[src/rtl/dma_fifo_ready.sv]
module dma_fifo_ready #(
  parameter int DEPTH  = 16,
  parameter int LEFT_W = 8,
  localparam int CNT_W = $clog2(DEPTH + 1),
  localparam int HALF  = DEPTH / 2
) (
  input  logic [CNT_W-1:0]  fill_bytes,
  input  logic [1:0]        src_width,
  input  logic [1:0]        dst_width,
  input  logic              thresh_mode,
  input  logic              burst_req,
  input  logic              mem_periph,
  input  logic              flush_en,
  input  logic              suspended,
  input  logic [LEFT_W-1:0] src_left,
  input  logic [LEFT_W-1:0] dst_left,
  output logic              src_ready,
  output logic              dst_ready
);

  function automatic logic [CNT_W:0] width_bytes(input logic [1:0] code);
    case (code)
      2'd0:    return (CNT_W+1)'(1);
      2'd1:    return (CNT_W+1)'(2);
      default: return (CNT_W+1)'(4);
    endcase
  endfunction

  logic [CNT_W:0] fill_x, room_x, src_sz, dst_sz, half_x;
  logic           thr_ok, src_thr, dst_thr;

  assign fill_x = {1'b0, fill_bytes};
  assign room_x = (CNT_W+1)'(DEPTH) - fill_x;
  assign half_x = (CNT_W+1)'(HALF);
  assign src_sz = width_bytes(src_width);
  assign dst_sz = flush_en ? width_bytes(src_width) : width_bytes(dst_width);

  assign thr_ok  = thresh_mode && (burst_req || mem_periph) && !flush_en;
  assign src_thr = thr_ok && (src_left >= LEFT_W'(HALF));
  assign dst_thr = thr_ok && !suspended && (dst_left >= LEFT_W'(HALF));

  assign src_ready = src_thr ? (fill_x < half_x)  : (room_x >= src_sz);
  assign dst_ready = dst_thr ? (fill_x >= half_x) : (fill_x >= dst_sz);

endmodule


[config.mk]
export PLATFORM = sky130hd
export DESIGN_NAME = dma_fifo_ready
export DESIGN_NICKNAME = d
export VERILOG_FILES = /design/src/rtl/dma_fifo_ready.sv
export SDC_FILE = /design/constraint.sdc
export NUM_CORES = 1
export LEC_CHECK = 0
export ABC_AREA = 1
export ABC_CLOCK_PERIOD_IN_PS = 1600
export BUFFER_PORTS_ARGS = -buffer_cell sky130_fd_sc_hd__buf_4
export CORE_AREA = 2 2 39 41
export DETAILED_ROUTE_END_ITERATION = 6
export DIE_AREA = 0 0 41 43
export PLACE_DENSITY_LB_ADDON = 0.08
export SYNTH_ARGS = -nofsm -noshare
export SYNTH_HDL_FRONTEND = slang
export SYNTH_SLANG_ARGS = --single-unit
[constraint.sdc]
create_clock -name vclk -period 1.6
set_input_delay 0.16 -clock vclk [all_inputs]
set_output_delay 0.16 -clock vclk [all_outputs]
set_load 0.005 [all_outputs]
==> results of run 1 <==
layer usage:
metal	GRT usage	wire, um	up-vias
met1	0.09810	302	184
li1	-	-	260
met5	0	0	-
met2	0.1969	384	21
met4	0	0	0
met3	0	115	0
cell type report:
cell class / count / area, um2
inverter: 15 / 58.81
tap: 16 / 20.02
multi-input combinational: 51 / 316.6
timing repair buffer: 29 / 221.5
fill: 158 / 767.0
critical path: cells and delay by family:
family / cells / cell delay (ns)
buf+inv: 4 / 0.42
compound gates: 3 / 0.35
fa+ha+maj: 1 / 0.25
simple gates: 3 / 0.15
worst paths after layout:
| kind | startpoint | endpoint | slack (ns) | depth (start not counted) |
|---|---|---|---|---|
| worst max-delay path | flush_en | dst_ready | 0.11 | 11 |
| worst min-delay path | suspended | dst_ready | 0.69 | 6 |
cells by family (layout without fill, tap and decap cells):
family | count (synthesis) | after routing
AOI/OAI and AO/OA | 6 | 6
xor gates and xnor gates | 1 | 1
adders and majority gates | 7 | 7
buffers and inverters | 15 | 44
and+or+nand+nor | 37 | 37
placed cells by master (no fill, tap or decap):
master	netlist	routed
sky130_fd_sc_hd__nand2_2	3	4
sky130_fd_sc_hd__inv_4	0	1
sky130_fd_sc_hd__nor3_1	1	1
sky130_fd_sc_hd__o21ai_2	0	1
sky130_fd_sc_hd__nand3_1	2	2
sky130_fd_sc_hd__nand2_1	16	15
sky130_fd_sc_hd__a21oi_2	0	1
sky130_fd_sc_hd__o21ai_0	2	1
sky130_fd_sc_hd__nor2_1	12	10
sky130_fd_sc_hd__a21oi_1	3	2
sky130_fd_sc_hd__xnor2_1	1	1
sky130_fd_sc_hd__nand3b_2	1	1
sky130_fd_sc_hd__buf_4	0	28
sky130_fd_sc_hd__buf_6	0	1
sky130_fd_sc_hd__inv_1	14	12
sky130_fd_sc_hd__nor2_2	1	2
sky130_fd_sc_hd__ha_1	7	6
sky130_fd_sc_hd__o21ai_1	1	1
sky130_fd_sc_hd__inv_2	1	2
sky130_fd_sc_hd__nor2_4	1	2
sky130_fd_sc_hd__ha_2	0	1
power by group through the flow:
| stage | clock network [mW] | registers, mW | logic [mW] |
|---|---|---|---|
| detailed placement | 0 | 0 | 0.142 |
| floorplan | 0 | 0 | 0.0701 |
| global route | 0 | 0 | 0.174 |
| global placement | 0 | 0 | 0.141 |
| finish | 0 | 0 | 0.150 |
| CTS | 0 | 0 | 0.143 |
==> results.txt, run 1 <==
- Setup violations remaining at the end of the flow were counted as 0.
- Area after detailed placement: 588.1 um2
- Biggest cell delay along the critical path: 0.25 ns
- Run status: complete, no violations
- Of the total synthesized cell area, the portion taken by XOR and XNOR cells is 0.02500.
* Static Leak: 0.3594 nW
- The area growth from synthesis to layout is 76.07%.
* Total area of sequential cells: 0 um2
- Number of non-filler instances in the completed layout: 111
* Ratio of cells with drive above 1 in the final layout: 0.4632
* Core Footprint: 0.001384 mm2
- Share of synthesized cell area in full adder, half adder and majority cells: 0.2500
- Fraction of power consumed by the clock network: 0
* Proportion of netlist area held by the largest area contributor: 0.2500
* Boundary pin count: 32
* Vias in the first global route: 389
* Post-synth top area cell: sky130_fd_sc_hd__ha_1
- Achievable clock frequency: 670.8 MHz
- Flip-flop and latch count: 0
- Number of iterations in the first detailed-routing pass: 2
- Floorplan die width: 41 um
* Iteration-0 DRC Markers: 1
- Dividing the detail-routed via count by the number of cells gives 4.189.
- The first global-routing pass estimated 1255 um of wire.
- Power per cell area: 243.6 mW/mm2
* Total Routing Usage GR: 0.09391
- The final layout contains 134 nets.
- After synthesis, the largest family of logic cells by area is simple AND/OR/NAND/NOR gates.
- STA classifies the critical path endpoint as a primary output.
* Gr ovfl total: 0
* Count of distinct cell types in the synthesized netlist: 15
* Internal power summed over all cells: 85.80 uW
- The floorplan step set the die height to 43 um.
* Endpoint arrival time on the critical path: 1.33 ns
- Half-perimeter wire length after detailed placement: 736.9 um
* Number of nets still failing antenna checks after routing: 0
- Clock buffers in the final layout number 0.
- Combinational group share of total power: 1.000
* Proportion of synthesized area in mux cells: 0
- Number of antenna violations at the first check in global routing: 0
* Hold_ws: 0.6852 ns
- Setup TNS: 0 ns
* Minimum period implied by the final worst setup slack: 1.491 ns
- Period utilisation layout: 0.9317
- Worst slack at placement: -0.003340 ns
- Traced cell by cell, the critical path runs through buf_4, buf_6, inv_4, nor2_1, a21oi_1, ha_1, a21oi_2, nor2_1, o21ai_1, nand2_1, buf_4.
- Of the total synthesized cell area, the portion taken by AND, OR, NAND and NOR gates is 0.4786.
- Detailed Route WL: 802 um
- The number of gates resized after CTS was 1.
- Placed cell count: 111
- The slowest stage of the critical path belongs to the cell sky130_fd_sc_hd__ha_1.
- Worst VDD drop: 97.16 uV
- Setup slack on the critical path of the routed design comes to 0.1093 ns.
- Data required, critical path: 1.44 ns
- Final weighted congestion in routability-driven placement: 0.6857
* Most numerous cell types in the synthesized netlist: sky130_fd_sc_hd__nand2_1 (16), sky130_fd_sc_hd__inv_1 (14), sky130_fd_sc_hd__nor2_1 (12), sky130_fd_sc_hd__ha_1 (7)
- Summing every instance area after synthesis gives 350.3 um2.
- Of all nets on the critical path, the largest fanout is 3.
- After floorplanning, the core was divided into 14 placement rows.
* Number of warnings reported in the yosys synthesis log: 0
- Via count: 465
- Quantity of hold-fixing buffers added after cts: 0
* Number of maximum-capacitance violations: 0
- Post-route core utilization: 0.4458
- Design area: 616.8 um2
- Total Die Area: 0.001763 mm2
- At the pin with the least slew margin, the transition time is 0.1655 ns.
* Type of the worst setup path: primary input to primary output
- The analysis attributes to net switching a power of 64.45 uW.
* Post-Synthesis Cells: 66
* Seq/Total Area, Yosys: 0
- Post-synthesis net count: 103
* Antenna cell count: 0
* Maximum number of pins on one net before global-route repair: 4
- RSZ-0062 raised after global routing: yes
* Starting density of the core: 0.2532
- Dominant cell by count in the synthesized netlist: sky130_fd_sc_hd__nand2_1
- Of the total power, the share spent switching nets is 0.4289.
* Post-DR wirelength/cell: 7.225 um
- Port Buffer Count: 26
* Sequential share of power: 0
* Max-slew headroom at the worst pin: 0.8885
* Path type of the worst min-delay path: primary input to primary output
- Power comes to 150.3 uW.
- Final hold violations: 0
- After detailed routing, the number of remaining DRC violations is 0.
- Complex-gate fraction of the synthesized area: 0.08571
* Synthesized area per cell: 5.308 um2
* Synth area leaders: sky130_fd_sc_hd__ha_1 (25%), sky130_fd_sc_hd__nand2_1 (17%), sky130_fd_sc_hd__inv_1 (15%)
- Once the clock tree was built, the setup fixing pass inserted 0 buffers.
* Number of max-slew violations in the final report: 0
* Type of origin of the critical path: primary input
No activity file was read; power rests on OpenSTA's default activity.
==> run 2, diff against run 1 <==
--- a/config.mk
+++ b/config.mk
@@ -8,9 +8,11 @@
 export ABC_AREA = 1
 export ABC_CLOCK_PERIOD_IN_PS = 1600
 export BUFFER_PORTS_ARGS = -buffer_cell sky130_fd_sc_hd__buf_4
-export CORE_AREA = 2 2 39 41
+export CELL_PAD_IN_SITES_DETAIL_PLACEMENT = 1
+export CELL_PAD_IN_SITES_GLOBAL_PLACEMENT = 1
+export CORE_MARGIN = 1
+export CORE_UTILIZATION = 23
 export DETAILED_ROUTE_END_ITERATION = 6
-export DIE_AREA = 0 0 41 43
 export PLACE_DENSITY_LB_ADDON = 0.08
 export SYNTH_ARGS = -nofsm -noshare
 export SYNTH_HDL_FRONTEND = slang
==> results.txt, run 2 (synthesis gave the netlist of run 1 again) <==
* Run status: complete, no violations
- Endpoint of the most critical setup path: dst_ready
- The worst hold path was traced through 6 stages.
- The critical path starts at dst_width[1].
* Design area: 664.4 um2
* Number of nets still failing antenna checks after routing: 0
* CP Capture Type: primary output
- For this run, the detailed router's first-pass iteration total came to 1.
* Core Footprint: 0.001366 mm2
- Boundary pin count: 32
- Maximum number of pins on one net before global-route repair: 4
- The floorplan has 13 rows.
* Placed cell count: 111
- The final hold violation count is 0.
- Summed over all layers, the global routing overflow is 0.
- Max-slew headroom at the worst pin: 0.8542
- Dividing the detail-routed via count by the number of cells gives 4.354.
- Setup repair after global routing could not meet its margin everywhere.
* Power per cell area: 252.2 mW/mm2
- At the pin with the least slew margin, the transition time is 0.2164 ns.
* Area after detailed placement: 594.3 um2
- Wires add up to 1063 um.
- In the routed design, unresolved DRC markers number 0.
* Vias in the first global route: 413
* Total Die Area: 0.001683 mm2
- In this run the worst path has a maximum fanout of 2.
- For this design the static power due to leakage is 0.3767 nW.
* Type of the worst setup path: primary input to primary output
* Port Buffer Count: 26
- For the finished layout, the period the worst path requires is 1.519 ns.
- The tightest min-delay check is of the primary input to primary output type.
- Most frequent standard cell in the layout excluding fill and tap cells: sky130_fd_sc_hd__buf_4
- Antenna cell count: 0
* Hold_ws: 0.6984 ns
- Total area of sequential cells: 0 um2
- For the worst setup path, the data arrival time is 1.36 ns.
- Setup TNS: 0 ns
* Type of origin of the critical path: primary input
- Relative area change from synthesis to final layout: 89.64%
- Routability-driven placement finished with a final weighted congestion of 0.6702.
- For this run, the total global-route usage over all layers was measured as 0.1272.
- After the flow finishes, the layout carries non-filler instances totaling 113.
- Data required, critical path: 1.44 ns
- Worst slack at placement: -0.01992 ns
- Dividing the final minimum period by the clock period gives 0.9491.
* Die height: 41.03 um
* Top library cells by usage in the layout, fill and taps aside: sky130_fd_sc_hd__buf_4 (28), sky130_fd_sc_hd__nand2_1 (14), sky130_fd_sc_hd__inv_1 (11)
- Once layout is complete, the utilization of the core stands at 0.4863.
* First-pass GRT wire length: 1490 um
* Setup WS post-layout: 0.08139 ns
- The tool flagged a number of max-cap violations equal to 0.
- Number of max-slew violations in the final report: 0
* Half-perimeter wire length after detailed placement: 902.1 um
* Achievable clock frequency: 658.5 MHz
- After layout, the clock buffer instance count stands at 0.
* Starting density of the core: 0.2564
* Floorplan die width: 41.03 um
* Number of antenna violations at the first check in global routing: 0
- At the end of the flow, the number of nets in the layout was 137.
- Via count: 492
- Final setup fails: 0
- Iteration-0 DRC Markers: 0
* Post-DR wirelength/cell: 9.407 um
- In the finished design the tool counted flip-flops and latches totalling 0.
- Of the cells placed in the final design, the portion with a size suffix greater than 1 is 0.5306.
- IR analysis of the VDD net gives a maximum drop of 102.6 uV.
- The completed layout was analyzed and its total power is 167.6 uW.
[run 2: cell count changes in the layout (fill, tap and decap cells not counted), sizes merged]
cell  change
buf       +3
[run 2: cell type report]
class	instances	area [um2]
Multi-Input combinational cell	51	331.6
Inverter	15	58.81
Fill cell	193	701.9
Tap cell	15	18.77
Timing Repair Buffer	32	255.2
[run 2: worst min path at each step]
| stage | from | end | slack, ns |
|---|---|---|---|
| CTS | suspended | dst_ready | 0.70 |
| global placement | suspended | dst_ready | 0.70 |
| floorplan | suspended | dst_ready | 0.51 |
| detailed placement | suspended | dst_ready | 0.70 |
| finish | suspended | dst_ready | 0.70 |
| global route | suspended | dst_ready | 0.76 |
[run 2: report_power, final]
part           internal (mW)  total, mW  switching [mW]  leakage, nW
Sequential                 0          0               0            0
Clock                      0          0               0            0
Combinational         0.0950      0.168          0.0726        0.377
Total                 0.0950      0.168          0.0726        0.377
[run 2: routing by layer]
metal	global-route usage	wire length (um)	up-vias
met5	0	0	-
met4	0	0	0
met3	0	81	0
met2	0.2617	582	18
met1	0.1506	398	209
li1	-	-	265
[run 2: critical path: stages]
cell	delay, ns
sky130_fd_sc_hd__buf_6	0.09
sky130_fd_sc_hd__nor2_4	0.10
sky130_fd_sc_hd__inv_2	0.05
sky130_fd_sc_hd__o21ai_2	0.13
sky130_fd_sc_hd__ha_1	0.23
sky130_fd_sc_hd__inv_1	0.06
sky130_fd_sc_hd__nand2_1	0.06
sky130_fd_sc_hd__a21oi_2	0.12
sky130_fd_sc_hd__nor2_1	0.05
sky130_fd_sc_hd__o21ai_1	0.12
sky130_fd_sc_hd__nand2_1	0.08
sky130_fd_sc_hd__buf_6	0.11
[run 2: repair_timing]
action,4_1_cts,5_1_grt
setup endpoints to repair,1,2
hold buffers,0,0
pin swaps,0,14
resized for setup,1,20
setup buffers,0,2
==> run 3, diff against run 2 <==
==> constraint.sdc (replaced) <==
create_clock -name vclk -period 1.6
set_input_delay 0.4 -clock vclk [all_inputs]
set_output_delay 0.4 -clock vclk [all_outputs]
set_load 0.005 [all_outputs]
==> results.txt, run 3 (synthesis gave the netlist of run 1 again) <==
- The critical path is of the primary input to primary output type.
- STA classifies the critical path startpoint as a primary input.
- The run finished, with violations left.
- Antenna cell count: 0
- Number of iterations in the first detailed-routing pass: 2
- Vias/cell: 4.362
- Input and output buffers added on the ports amount to 26.
- Total Routing Usage GR: 0.1272
* Final hold violations: 0
* Met3 Resource Use GR: 0
* Violations in the final reports: negative setup slack
- The startpoint identified for the worst hold timing path is suspended.
- The floorplan step set the die width to 41.03 um.
- The number of pins exceeding their max-slew limit in the final report was 0.
- Summing over every cut layer, the via total after detailed routing is 506.
* Clock buffer count in the final layout: 0
* Number of cells on the worst hold path: 6
- Leaving out fill and tap cells, the most frequent cells in the layout are sky130_fd_sc_hd__buf_4 (29), sky130_fd_sc_hd__nand2_1 (13), sky130_fd_sc_hd__inv_1 (9), sky130_fd_sc_hd__nor2_1 (9).
* Most frequent standard cell in the layout excluding fill and tap cells: sky130_fd_sc_hd__buf_4
* Total area of sequential cells: 0 um2
- Period utilisation layout: 1.209
* Relative area change from synthesis to final layout: 106.8%
- Counting I/O delays and the setup requirement, the final critical path takes 1.935 ns.
- Path type of the worst min-delay path: primary input to primary output
- GRT Max-Usage Layer: met2
- Half-perimeter wire length after detailed placement: 909.8 um
* DRC viols: 0
- Data on the critical path arrives at its endpoint at 1.53 ns.
- In this run the worst path has a maximum fanout of 2.
* Boundary pin count: 32
* Max-slew headroom at the worst pin: 0.8879
- Final weighted congestion in routability-driven placement: 0.6265
- For this design the ratio of total power to cell area is 257.4 mW/mm2.
- Total Die Area: 0.001683 mm2
- STA puts the critical path data required time at 1.20 ns.
- After the last flow step, the layout net total stands at 140.
- Static Leak: 0.3994 nW
- Number of antenna violations at the first check in global routing: 0
- Core Footprint: 0.001366 mm2
- Once layout is complete, the cells apart from fillers number 116.
* End point of the worst hold path: dst_ready
* Setup WS post-layout: -0.3349 ns
- STA classifies the critical path endpoint as a primary output.
* Vias in the first global route: 427
- RSZ-0062 raised after global routing: yes
* Achievable clock frequency: 516.8 MHz
- Gr ovfl total: 0
* Slew at the pin closest to its max-slew limit: 0.1665 ns
- Starting density of the core: 0.2564
* Detailed Route WL: 1012 um
* Flip-flop and latch count: 0
* Number of maximum-capacitance violations: 0
- Placed cell count: 116
- Post-DR wirelength/cell: 8.724 um
* Ratio of cells with drive above 1 in the final layout: 0.5842
- Quantity of hold-fixing buffers added after cts: 0
- The die is 41.03 um tall.
- Entering global routing, the biggest net connects 5 pins.
- Met2 Track Usage GR: 0.2773
- The worst-case IR drop observed on VDD is 105.8 uV.
- Row generation in the floorplan step produced 13 rows.
* Final setup fails: 2
- First-pass GRT wire length: 1511 um
- Counting the fill cells in the layout gives 189.
- Measured on the finished design, the core utilization comes to 0.5302.
* Global routing met1 resource utilization: 0.1378
* Number of nets still failing antenna checks after routing: 0
* Iteration-0 DRC Markers: 1
run 3: metrics by stage:
step | worst slack, ns | TNS [ns] | hold WS [ns] | cell area (um2) | power, mW
6_report | -0.3349 | -0.6326 | 1.182 | 724.4 | 0.1865
5_1_grt | -0.4427 | -0.8547 | 1.214 | 724.4 | 0.2126
4_1_cts | -0.4189 | -0.7371 | 1.190 | 708.2 | 0.1832
3_5_place_dp | -0.4374 | -0.8127 | 1.184 | 664.4 | 0.1674
3_3_place_gp | -0.4076 | -0.7579 | 1.176 | 664.4 | 0.1619
2_1_floorplan | -0.08457 | -0.1325 | 0.9868 | 382.9 | 0.07844
run 3: final cells by class:
cell class                      count  area (um2)  share of cell area
Tap cell                           15       18.77             0.02591
Inverter                           15       58.81             0.08117
Multi-Input combinational cell     51       361.6              0.4991
Timing Repair Buffer               35       285.3              0.3938
run 3: per-layer routing:
metal | vias up | share of wire
met4 | 0 | 0
li1 | 270 | -
met1 | 219 | 0.35
met2 | 17 | 0.57
met3 | 0 | 0.076
met5 | - | 0
run 3: worst max-delay path by stage:
stage	startpoint	endpoint	slack, ns	cells past startpoint
3_5_place_dp	src_width[1]	dst_ready	-0.44	12
3_3_place_gp	src_width[1]	dst_ready	-0.41	12
5_1_grt	dst_width[1]	dst_ready	-0.44	12
6_report	dst_width[1]	dst_ready	-0.33	12
2_1_floorplan	flush_en	dst_ready	-0.08	10
4_1_cts	dst_width[1]	dst_ready	-0.42	12
run 3: power by group:
part	internal, mW	total, mW	switching, mW	leakage (nW)
clock	0	0	0	0
sequential	0	0	0	0
combinational	0.109	0.186	0.0775	0.399
run 3: what timing repair did:
action	4_1_cts	5_1_grt
gates resized for setup	13	7
endpoints found under the setup margin	2	2
buffers inserted	0	0
cloned	0	0
pin swaps	16	9
run 3: worst max-delay path, cell delays in order:
cell	delay, ns
sky130_fd_sc_hd__buf_6	0.10
sky130_fd_sc_hd__nor2_4	0.10
sky130_fd_sc_hd__inv_2	0.04
sky130_fd_sc_hd__o21ai_2	0.10
sky130_fd_sc_hd__ha_1	0.23
sky130_fd_sc_hd__inv_1	0.06
sky130_fd_sc_hd__nand2_1	0.06
sky130_fd_sc_hd__a21oi_2	0.11
sky130_fd_sc_hd__nor2_1	0.04
sky130_fd_sc_hd__o21ai_1	0.11
sky130_fd_sc_hd__nand2_1	0.07
sky130_fd_sc_hd__buf_6	0.11
